==> config.mk <==
export PLATFORM = sky130hd
export DESIGN_NAME = agc_fast_ctrl
export DESIGN_NICKNAME = d
export VERILOG_FILES = /design/src/rtl/agc_pkg.sv /design/src/rtl/agc_ovl_pick.sv /design/src/rtl/agc_gain_clamp.sv /design/src/rtl/agc_fast_ctrl.sv
export SDC_FILE = /design/constraint.sdc
export NUM_CORES = 1
export LEC_CHECK = 0
export BUFFER_PORTS_ARGS = -buffer_cell sky130_fd_sc_hd__buf_2
export CAP_MARGIN = 40
export CORE_MARGIN = 2
export CORE_UTILIZATION = 48
export DETAILED_ROUTE_END_ITERATION = 7
export GPL_TIMING_DRIVEN = 0
export PLACE_DENSITY = 0.8
export SYNTH_ARGS = -nofsm -noshare
export SYNTH_HDL_FRONTEND = slang
export SYNTH_SLANG_ARGS = --single-unit
==> constraint.sdc <==
create_clock -name clk -period 9.73 [get_ports clk]
set_input_delay 1.946 -clock clk [delete_from_list [all_inputs] [get_ports clk]]
set_output_delay 1.946 -clock clk [all_outputs]
set_load 0.05 [all_outputs]
==> src/rtl/agc_pkg.sv <==
package agc_pkg;
    typedef enum logic [2:0] {
        AGC_WAIT    = 3'd0,
        AGC_ACQ     = 3'd1,
        AGC_MEAS    = 3'd2,
        AGC_BOOST   = 3'd3,
        AGC_VERIFY  = 3'd4,
        AGC_RECOVER = 3'd5,
        AGC_LOCK    = 3'd6
    } agc_state_e;

    typedef enum logic [1:0] {
        GAIN_KEEP,
        GAIN_STEP,
        GAIN_LOAD_MAX
    } gain_op_e;
endpackage

==> src/rtl/agc_ovl_pick.sv <==
module agc_ovl_pick #(
    parameter int STEP_W = 4
) (
    input  logic              lim_large,
    input  logic              adc_large,
    input  logic              adc_small,
    input  logic [STEP_W-1:0] dec_lim,
    input  logic [STEP_W-1:0] dec_adc_large,
    input  logic [STEP_W-1:0] dec_adc_small,
    output logic              hit,
    output logic [STEP_W-1:0] dec
);
    always_comb begin
        hit = lim_large | adc_large | adc_small;
        if (lim_large)      dec = dec_lim;
        else if (adc_large) dec = dec_adc_large;
        else if (adc_small) dec = dec_adc_small;
        else                dec = '0;
    end
endmodule

==> src/rtl/agc_gain_clamp.sv <==
module agc_gain_clamp #(
    parameter int GAIN_W = 7,
    parameter int DW     = 10
) (
    input  logic [GAIN_W-1:0]    cur,
    input  logic signed [DW-1:0] delta,
    input  logic [GAIN_W-1:0]    lo,
    input  logic [GAIN_W-1:0]    hi,
    output logic [GAIN_W-1:0]    nxt
);
    localparam int SW = DW + 1;
    logic signed [SW-1:0] sum;

    always_comb begin
        sum = $signed(SW'(cur)) + SW'(delta);
        if (sum < $signed(SW'(lo)))      nxt = lo;
        else if (sum > $signed(SW'(hi))) nxt = hi;
        else                             nxt = GAIN_W'(sum);
    end
endmodule

==> src/rtl/agc_fast_ctrl.sv <==
module agc_fast_ctrl
    import agc_pkg::*;
#(
    parameter int GAIN_W = 7,
    parameter int PWR_W  = 8,
    parameter int CNT_W  = 16,
    parameter int DLY_W  = 16,
    parameter int WIN_W  = 8,
    parameter int MEAS_W = 4,
    parameter int STEP_W = 4,
    parameter int INC_W  = 3,
    parameter int MAXI_W = 6
) (
    input  logic              clk,
    input  logic              rst_n,
    input  logic              enable,
    input  logic              hold,
    input  logic              ovl_lim_large,
    input  logic              ovl_adc_large,
    input  logic              ovl_adc_small,
    input  logic [PWR_W-1:0]  pwr_avg,
    input  logic [DLY_W-1:0]  cfg_attack_dly,
    input  logic [WIN_W-1:0]  cfg_energy_cnt,
    input  logic [WIN_W-1:0]  cfg_settle_dly,
    input  logic [MEAS_W-1:0] cfg_meas_len,
    input  logic [PWR_W-1:0]  cfg_lock_level,
    input  logic [MAXI_W-1:0] cfg_max_incr,
    input  logic [STEP_W-1:0] cfg_dec_lim,
    input  logic [STEP_W-1:0] cfg_dec_adc_large,
    input  logic [STEP_W-1:0] cfg_dec_adc_small,
    input  logic              cfg_incr_en,
    input  logic [PWR_W-1:0]  cfg_low_thr,
    input  logic [INC_W-1:0]  cfg_incr_step,
    input  logic [WIN_W-1:0]  cfg_incr_time,
    input  logic [PWR_W-1:0]  cfg_strong_thr,
    input  logic [WIN_W-1:0]  cfg_exit_cnt,
    input  logic [GAIN_W-1:0] cfg_gain_min,
    input  logic [GAIN_W-1:0] cfg_gain_max,
    output logic [GAIN_W-1:0] gain_idx,
    output logic [2:0]        state_code,
    output logic              locked
);
    localparam int DW = ((GAIN_W > PWR_W) ? GAIN_W : PWR_W) + 2;

    agc_state_e           state_q, nxt_state;
    gain_op_e             gain_op;
    logic [CNT_W-1:0]     cnt_q, nxt_cnt, cnt_inc;
    logic [CNT_W-1:0]     quiet_lim, meas_len, settle_extra, meas_wait, incr_lim, exit_lim;
    logic [GAIN_W-1:0]    gain_q, gain_clamped;
    logic signed [DW-1:0] delta, pdiff, corr;
    logic                 ovl_hit, low_pwr;
    logic [STEP_W-1:0]    ovl_dec;

    agc_ovl_pick #(.STEP_W(STEP_W)) u_pick (
        .lim_large     (ovl_lim_large),
        .adc_large     (ovl_adc_large),
        .adc_small     (ovl_adc_small),
        .dec_lim       (cfg_dec_lim),
        .dec_adc_large (cfg_dec_adc_large),
        .dec_adc_small (cfg_dec_adc_small),
        .hit           (ovl_hit),
        .dec           (ovl_dec)
    );

    agc_gain_clamp #(.GAIN_W(GAIN_W), .DW(DW)) u_clamp (
        .cur   (gain_q),
        .delta (delta),
        .lo    (cfg_gain_min),
        .hi    (cfg_gain_max),
        .nxt   (gain_clamped)
    );

    // Window lengths derived from configuration
    always_comb begin
        cnt_inc      = cnt_q + CNT_W'(1);
        quiet_lim    = (cfg_energy_cnt == '0) ? CNT_W'(1) : CNT_W'(cfg_energy_cnt);
        incr_lim     = (cfg_incr_time == '0) ? CNT_W'(1) : CNT_W'(cfg_incr_time);
        exit_lim     = (cfg_exit_cnt == '0) ? CNT_W'(1) : CNT_W'(cfg_exit_cnt);
        meas_len     = (CNT_W'(cfg_meas_len) + CNT_W'(1)) << 4;
        settle_extra = (cfg_settle_dly > cfg_energy_cnt) ?
                       CNT_W'(cfg_settle_dly - cfg_energy_cnt) : '0;
        meas_wait    = settle_extra + meas_len;
        low_pwr      = cfg_incr_en && (pwr_avg < cfg_low_thr);
        pdiff        = $signed(DW'(cfg_lock_level)) - $signed(DW'(pwr_avg));
        corr         = (pdiff > $signed(DW'(cfg_max_incr))) ? $signed(DW'(cfg_max_incr)) : pdiff;
    end

    // Next-state and gain operation
    always_comb begin
        nxt_state = state_q;
        nxt_cnt   = cnt_q;
        gain_op   = GAIN_KEEP;
        delta     = '0;
        if (!enable) begin
            nxt_state = AGC_WAIT;
            nxt_cnt   = '0;
            gain_op   = GAIN_LOAD_MAX;
        end else if (hold) begin
            nxt_state = state_q;
        end else if (ovl_hit && state_q != AGC_WAIT) begin
            gain_op   = GAIN_STEP;
            delta     = -$signed(DW'(ovl_dec));
            nxt_cnt   = '0;
            nxt_state = (state_q == AGC_VERIFY || state_q == AGC_RECOVER) ? AGC_RECOVER : AGC_ACQ;
        end else begin
            unique case (state_q)
                AGC_WAIT: begin
                    gain_op = GAIN_LOAD_MAX;
                    if (cnt_q == CNT_W'(cfg_attack_dly)) begin
                        nxt_state = AGC_ACQ;
                        nxt_cnt   = '0;
                    end else begin
                        nxt_cnt = cnt_inc;
                    end
                end
                AGC_ACQ, AGC_RECOVER: begin
                    if (cnt_inc >= quiet_lim) begin
                        nxt_state = AGC_MEAS;
                        nxt_cnt   = '0;
                    end else begin
                        nxt_cnt = cnt_inc;
                    end
                end
                AGC_MEAS: begin
                    if (cnt_inc >= meas_wait) begin
                        nxt_cnt = '0;
                        if (low_pwr) begin
                            nxt_state = AGC_BOOST;
                        end else begin
                            nxt_state = AGC_VERIFY;
                            gain_op   = GAIN_STEP;
                            delta     = corr;
                        end
                    end else begin
                        nxt_cnt = cnt_inc;
                    end
                end
                AGC_BOOST: begin
                    if (cnt_inc >= incr_lim) begin
                        nxt_state = AGC_MEAS;
                        nxt_cnt   = '0;
                        gain_op   = GAIN_STEP;
                        delta     = $signed(DW'(cfg_incr_step));
                    end else begin
                        nxt_cnt = cnt_inc;
                    end
                end
                AGC_VERIFY: begin
                    if (cnt_inc >= meas_len) begin
                        nxt_cnt   = '0;
                        nxt_state = low_pwr ? AGC_BOOST : AGC_LOCK;
                    end else begin
                        nxt_cnt = cnt_inc;
                    end
                end
                AGC_LOCK: begin
                    if (pwr_avg < cfg_strong_thr) begin
                        if (cnt_inc >= exit_lim) begin
                            nxt_state = AGC_ACQ;
                            nxt_cnt   = '0;
                        end else begin
                            nxt_cnt = cnt_inc;
                        end
                    end else begin
                        nxt_cnt = '0;
                    end
                end
                default: begin
                    nxt_state = AGC_WAIT;
                    nxt_cnt   = '0;
                end
            endcase
        end
    end

    // State register
    always_ff @(posedge clk or negedge rst_n) begin
        if (!rst_n) begin
            state_q <= AGC_WAIT;
            cnt_q   <= '0;
            gain_q  <= '0;
        end else begin
            state_q <= nxt_state;
            cnt_q   <= nxt_cnt;
            unique case (gain_op)
                GAIN_STEP:     gain_q <= gain_clamped;
                GAIN_LOAD_MAX: gain_q <= cfg_gain_max;
                default:       gain_q <= gain_q;
            endcase
        end
    end

    // Outputs
    always_comb begin
        gain_idx   = gain_q;
        state_code = state_q;
        locked     = (state_q == AGC_LOCK);
    end
endmodule

==> impl_metrics.env, run 1 <==
export IMPL_die_h_um=115
export IMPL_cts_buffers=3
export IMPL_final_max_slew_viol_count=0
export IMPL_grtUsageMet1=0.288
export IMPL_dp_final_hpwl_um=12400
export IMPL_area_growth_synth_to_final_pct=22.2
export IMPL_start_kind="input port"
export IMPL_initial_core_util=0.491
export IMPL_yosysTopAreaCell="ha_1"
export IMPL_crit_path_end_kind="register"
export IMPL_die_area_um2=13200
export IMPL_pin_count=138
export IMPL_nets=1154
export IMPL_yosysUniqueCellTypes=81
export IMPL_drt_iter0_drc=359
export IMPL_busiest_layer="met2"
export IMPL_finalSetupTns_ns=0
export IMPL_critPathSlowestCell="o31ai_2"
export IMPL_grt_pass1_vias=5422
export IMPL_die_x_um=115
export IMPL_met2_usage=0.398
export IMPL_num_antenna_cells=0
export IMPL_cap_violations=0
export IMPL_synthTopCellsByArea="ha_1, dfrtp_1, inv_1, xnor2_1, a21oi_1"
export IMPL_max_stage_delay_ns=0.34
export IMPL_place_ws_ns=-1.11
export IMPL_rrSetupSlack_ns=2.60
export IMPL_finalPower_w=0.000938
export IMPL_rr_startpoint="cnt_q[0]"
export IMPL_fin_area_um2=7200
export IMPL_synth_edf_count=0
export IMPL_cts_tree="built"
export IMPL_antenna_left=0
export IMPL_grt_ovfl_total=0
export IMPL_dr_pass1_iters=5
export IMPL_grt_use_met3=0.0206
export IMPL_grtUsageTotal=0.220
export IMPL_grt_max_degree=27
export IMPL_hold_violations=0
export IMPL_grt_antenna_before_repair=0
export IMPL_ys_seq_area_frac=0.110
export IMPL_drt_wl_total_um=15400
export IMPL_drc=0
export IMPL_worstPathArrival_ns=9.65
export IMPL_synthArstFlopShare=1.00
export IMPL_row_count=40
export IMPL_ys_warnings_count=0
export IMPL_gp_congestion=0.881
export IMPL_postCtsHoldBufs=0
export IMPL_grt_pass1_wl_um=24100
export IMPL_synthCells=752
export IMPL_clock_latency_ns=0.26
export IMPL_r2r_end="gain_idx[2]"
export IMPL_synth_ff_type="dfrtp_1"
export IMPL_post_route_util=0.599
export IMPL_finalSetupViolCount=0
export IMPL_crit_top_cell="a21oi_2"
export IMPL_cp_endpoint="gain_idx[2]"
export IMPL_final_period_utilization=0.977
export IMPL_final_cell_mix="buf_2, ha_1, inv_1"
export IMPL_postSynthNetCount=996
export IMPL_r2r_cells=27
export IMPL_finalCriticalPeriod_ns=9.50
export IMPL_clk_pin_slew_ns=0.07
export IMPL_clock_sinks=26
export IMPL_max_freq_ghz=0.105
export IMPL_syn_area_um2=5890
export IMPL_slew_headroom=0.537
export IMPL_wl_per_cell_um=14.5
export IMPL_synth_top_area_share=0.240
export IMPL_crit_path_max_fanout=8
export IMPL_run_status="complete, no violations"
export IMPL_peakVddDrop_mv=0.0803
export IMPL_vias_per_cell=5.62
export IMPL_drive_gt1_frac=0.251
export IMPL_ys_ff_latch=26
export IMPL_critical_path_required_ns=9.88
export IMPL_critical_path_startpoint="cfg_energy_cnt[1]"
export IMPL_vias=5938
export IMPL_mostFrequentLayoutCell="buf_2"
export IMPL_io_buffers=135
export IMPL_post_dp_cell_area_um2=6760
export IMPL_fin_ws_ns=0.227
export IMPL_syn_area_per_cell_um2=7.83
export IMPL_cts_htree_levels=1
export IMPL_p_per_area_nw_per_um2=130
export IMPL_clk_path_buf_depth=2
export IMPL_worst_pin_slew_ns=0.695
export IMPL_fp_coreArea_um2=12000
export IMPL_worstSetupPathType="input port to register"
export IMPL_hold_path_class="register to register"
export IMPL_leakagePower_nw=3.83
export IMPL_fin_skew_ns=0.00508
export IMPL_clockRootBuffer="clkbuf_16"
## cell families (layout without fill, tap and decap cells)
family	count (synthesis)	after routing	share of synthesized area
AND/OR/NAND/NOR	208	208	0.196
AO/OA/AOI/OAI	195	195	0.233
buffers and inverters	130	287	0.0894
adder cells (fa/ha/maj)	117	117	0.254
XOR/XNOR	55	55	0.0818
flip-flops	26	26	0.110
multiplexers	21	21	0.0361
## critical path, delay by kind of cell
family / cells / cell delay (ns)
AOI/OAI and AO/OA: 23 / 3.96
and+or+nand+nor: 9 / 1.43
adders and majority gates: 5 / 1.39
muxes: 2 / 0.41
buffers and inverters: 4 / 0.39
xor gates and xnor gates: 1 / 0.14
## cell type report
class	count	area, um2
tap	147	184
clock buffer	3	75.1
clock inverter	1	30.0
multi-input combinational	596	4920
buffer	27	143
sequential	26	651
timing repair buffer	154	816
fill	1078	4810
inverter	102	383
## through the flow
step	hold slack, ns	cells
final	0.626	1056
after global routing	0.652	1056
after CTS	0.634	1044
after detailed placement	0.613	1035
after global placement	0.594	1034
after floorplan	0.555	752
## synthesized netlist by cell type (8+ instances only)
master / count
ha_1: 113
inv_1: 102
a21oi_1: 45
nand2_1: 41
nor2_1: 40
xnor2_1: 40
o21ai_0: 31
dfrtp_1: 26
a21o_1: 20
mux2i_1: 19
nand2b_1: 17
clkbuf_1: 15
nand3_1: 15
nand4_1: 15
xor2_1: 15
nor2b_1: 14
nor3_1: 9
o21a_1: 8
## how the worst min path moves through the flow
stage,end,cells past startpoint,startpoint
after floorplan,cnt_q[1],2,cnt_q[1]
after CTS,cnt_q[3],3,cnt_q[3]
final,cnt_q[3],3,cnt_q[3]
after detailed placement,cnt_q[3],3,cnt_q[3]
after global placement,cnt_q[3],3,cnt_q[3]
after global routing,cnt_q[2],2,cnt_q[2]
## where the power goes
part	internal [W]	switching (W)
Clock	0.0000819	0.0000404
Sequential	0.000127	0.0000294
Combinational	0.000292	0.000366
## state kept, by name, indices dropped and copies added, names as in the netlist
signal and cells:
cnt_q 16, gain_idx 7, state_code 3
## per-layer routing
metal,routed length [um],vias to the layer above,part of all wire
met3,798,17,0.052
met5,0,-,0
met4,174,0,0.011
met1,6890,2718,0.45
met2,7490,182,0.49
li1,-,3021,-
## repair_timing
| action | 4_1_cts | 5_1_grt |
|---|---|---|
| pin swaps | 4 | 27 |
| resized for setup | 14 | 33 |
| endpoints found under the setup margin | 7 | 7 |
| hold endpoints to repair | 0 | 0 |
| setup buffers | 6 | 12 |
Power figures use the tool's default switching activity.
==> run 2, diff against run 1 <==
Settings changed: ABC_AREA from default to 1, ABC_CLOCK_PERIOD_IN_PS from default to 9730, CTS_BUF_LIST from default to sky130_fd_sc_hd__clkbuf_8.
==> impl_metrics.env, run 2 <==
export IMPL_run_status="complete, no violations"
export IMPL_drc=0
export IMPL_dp_final_hpwl_um=12500
export IMPL_p_per_area_nw_per_um2=163
export IMPL_top_register="cnt_q"
export IMPL_clk_path_buf_depth=2
export IMPL_clock_latency_ns=0.28
export IMPL_synthTopCellsByArea="ha_1, inv_1, nand2_1, dfrtp_1, a21oi_1"
export IMPL_clock_sinks=26
export IMPL_io_buffers=137
export IMPL_grt_pass1_wl_um=24700
export IMPL_cap_violations=0
export IMPL_grt_ovfl_total=0
export IMPL_grt_pass1_vias=5819
export IMPL_synthCells=919
export IMPL_final_max_slew_viol_count=0
export IMPL_cts_buffers=3
export IMPL_area_growth_synth_to_final_pct=19.1
export IMPL_ys_ff_latch=26
export IMPL_hold_violations=0
export IMPL_hold_path_class="register to register"
export IMPL_die_h_um=115
export IMPL_max_stage_delay_ns=0.36
export IMPL_post_route_util=0.584
export IMPL_critPathSlowestCell="ha_1"
export IMPL_synth_commonest_cells="inv_1, nand2_1, ha_1, a21oi_1, nor2_1"
export IMPL_gp_congestion=0.987
export IMPL_cts_tree="built"
export IMPL_num_antenna_cells=0
export IMPL_synth_top_area_share=0.240
export IMPL_final_cell_mix="inv_1, nand2_1, buf_2"
export IMPL_dpl_cell_count=1203
export IMPL_crit_buf_inv=6
export IMPL_grtUsageTotal=0.223
export IMPL_finalSetupViolCount=0
export IMPL_post_dp_cell_area_um2=6760
export IMPL_antenna_left=0
export IMPL_crit_path_end_kind="register"
export IMPL_wl_per_cell_um=12.3
export IMPL_dr_pass1_iters=5
export IMPL_grt_max_degree=27
export IMPL_die_x_um=115
export IMPL_yosysTopAreaCell="ha_1"
export IMPL_drive_gt1_frac=0.190
export IMPL_drt_wl_total_um=15000
export IMPL_postCtsHoldBufs=0
export IMPL_yosysUniqueCellTypes=49
export IMPL_leakagePower_nw=4.24
export IMPL_initial_core_util=0.490
export IMPL_crit_top_cell="nand2_1"
export IMPL_nets=1315
export IMPL_worst_pin_slew_ns=0.733
export IMPL_grt_antenna_before_repair=0
export IMPL_ys_warnings_count=0
export IMPL_final_period_utilization=0.941
export IMPL_synth_ff_type="dfrtp_1"
export IMPL_synth_fa_ha_area_frac=0.254
export IMPL_clockRootBuffer="clkbuf_8"
export IMPL_crit_path_max_fanout=7
export IMPL_fin_area_um2=7010
export IMPL_clk_pin_slew_ns=0.10
export IMPL_finalPower_w=0.00114
export IMPL_fp_coreArea_um2=12000
export IMPL_synthArstFlopShare=1.00
export IMPL_instances_no_fill=1217
export IMPL_drt_iter0_drc=450
export IMPL_cts_htree_levels=1
export IMPL_critical_path_required_ns=9.93
export IMPL_start_kind="input port"
export IMPL_synth_compound_area_frac=0.158
export IMPL_ys_seq_area_frac=0.111
export IMPL_mostFrequentLayoutCell="inv_1"
export IMPL_vias_per_cell=5.18
export IMPL_worstSetupPathType="input port to register"
export IMPL_synth_edf_count=0
export IMPL_synth_mux_area_frac=0
export IMPL_finalCriticalPeriod_ns=9.16
export IMPL_row_count=40
export IMPL_max_freq_ghz=0.109
export IMPL_path_delay_family="simple AND/OR/NAND/NOR gates"
export IMPL_synth_top_family_by_area="simple AND/OR/NAND/NOR gates"
export IMPL_vias=6308
export IMPL_fin_skew_ns=0.00684
export IMPL_slew_headroom=0.499
export IMPL_postSynthNetCount=1163
export IMPL_pin_count=138
export IMPL_yosysMostFrequentCell="inv_1"
export IMPL_synthSimpleGateAreaFrac=0.286
export IMPL_worstPathArrival_ns=9.36
export IMPL_synthXorXnorAreaFrac=0.0536
export IMPL_syn_area_um2=5890
export IMPL_largest_reg_flops=16
export IMPL_syn_area_per_cell_um2=6.40
export IMPL_peakVddDrop_mv=0.0974
export IMPL_finalSetupTns_ns=0
export IMPL_die_area_um2=13200
run 2: changes by cell type after synthesis, moves of 8 or more:
cell,change
nor2_1,+23
a21o_1,-17
clkbuf_1,-11
nand2_1,+144
inv_1,+95
mux2i_1,-19
o21ai_0,+8
a21oi_1,+20
nor2b_1,-14
nand2b_1,-17
xnor2_1,-27
nand3_1,+45
xor2_1,+8
run 2: worst paths after layout:
| path | from | end | slack (ns) | depth (start not counted) |
|---|---|---|---|---|
| max | cfg_energy_cnt[2] | gain_idx[4] | 0.57 | 55 |
| min | gain_idx[2] | gain_idx[2] | 0.55 | 2 |
| max reg2reg | cnt_q[0] | gain_idx[4] | 3.38 | 38 |
| min reg2reg | gain_idx[2] | gain_idx[2] | 0.55 | 2 |
| max in group asynchronous | rst_n | gain_idx[4] | 7.64 | 1 |
| min in group asynchronous | rst_n | cnt_q[9] | 1.67 | 1 |
run 2: worst min-delay path, cell delays in order (launching register included):
cell	delay [ns]
dfrtp_1	0.39
nand2_1	0.06
nand2_1	0.07
run 2: cells by family after synthesis:
group / after synthesis
xor+xnor: 36
fa+ha+maj: 117
flops: 26
buf+inv: 210
compound gates: 158
simple gates: 372
run 2: routing by layer:
layer | part of all wire | GRT usage | vias up
li1 | - | - | 3319
met5 | 0 | 0 | -
met2 | 0.49 | 0.412 | 170
met3 | 0.039 | 0.0105 | 17
met4 | 0.015 | 0.0538 | 0
met1 | 0.46 | 0.286 | 2802
run 2: layout make-up:
class,count,area (um2)
Clock buffer,3,41.3
Sequential cell,26,651
Tap cell,147,184
Clock inverter,1,30.0
Inverter,200,751
Fill cell,1169,5000
Timing Repair Buffer,147,761
Multi-Input combinational cell,683,4530
Buffer,10,62.6
run 2: report_power, final:
part	leakage [nW]	switching (W)	internal (W)
Combinational	3.86	0.000551	0.000336
Clock	0.0357	0.0000387	0.0000552
Sequential	0.344	0.0000314	0.000131
Total	4.24	0.000621	0.000522
run 2: per-stage QoR:
step / setup WS (ns) / hold slack, ns
3_5_place_dp: -0.783 / 0.528
5_1_grt: -0.0914 / 0.582
3_3_place_gp: -0.677 / 0.526
2_1_floorplan: 0.869 / 0.527
4_1_cts: 0.0405 / 0.551
6_report: 0.573 / 0.547
run 2: timing repair:
| action | in CTS | in global routing |
|---|---|---|
| endpoints found under the hold margin | 0 | 0 |
| setup buffers | 1 | 9 |
| pin swaps | 1 | 12 |
| resized for setup | 4 | 21 |
| endpoints found under the setup margin | 7 | 7 |
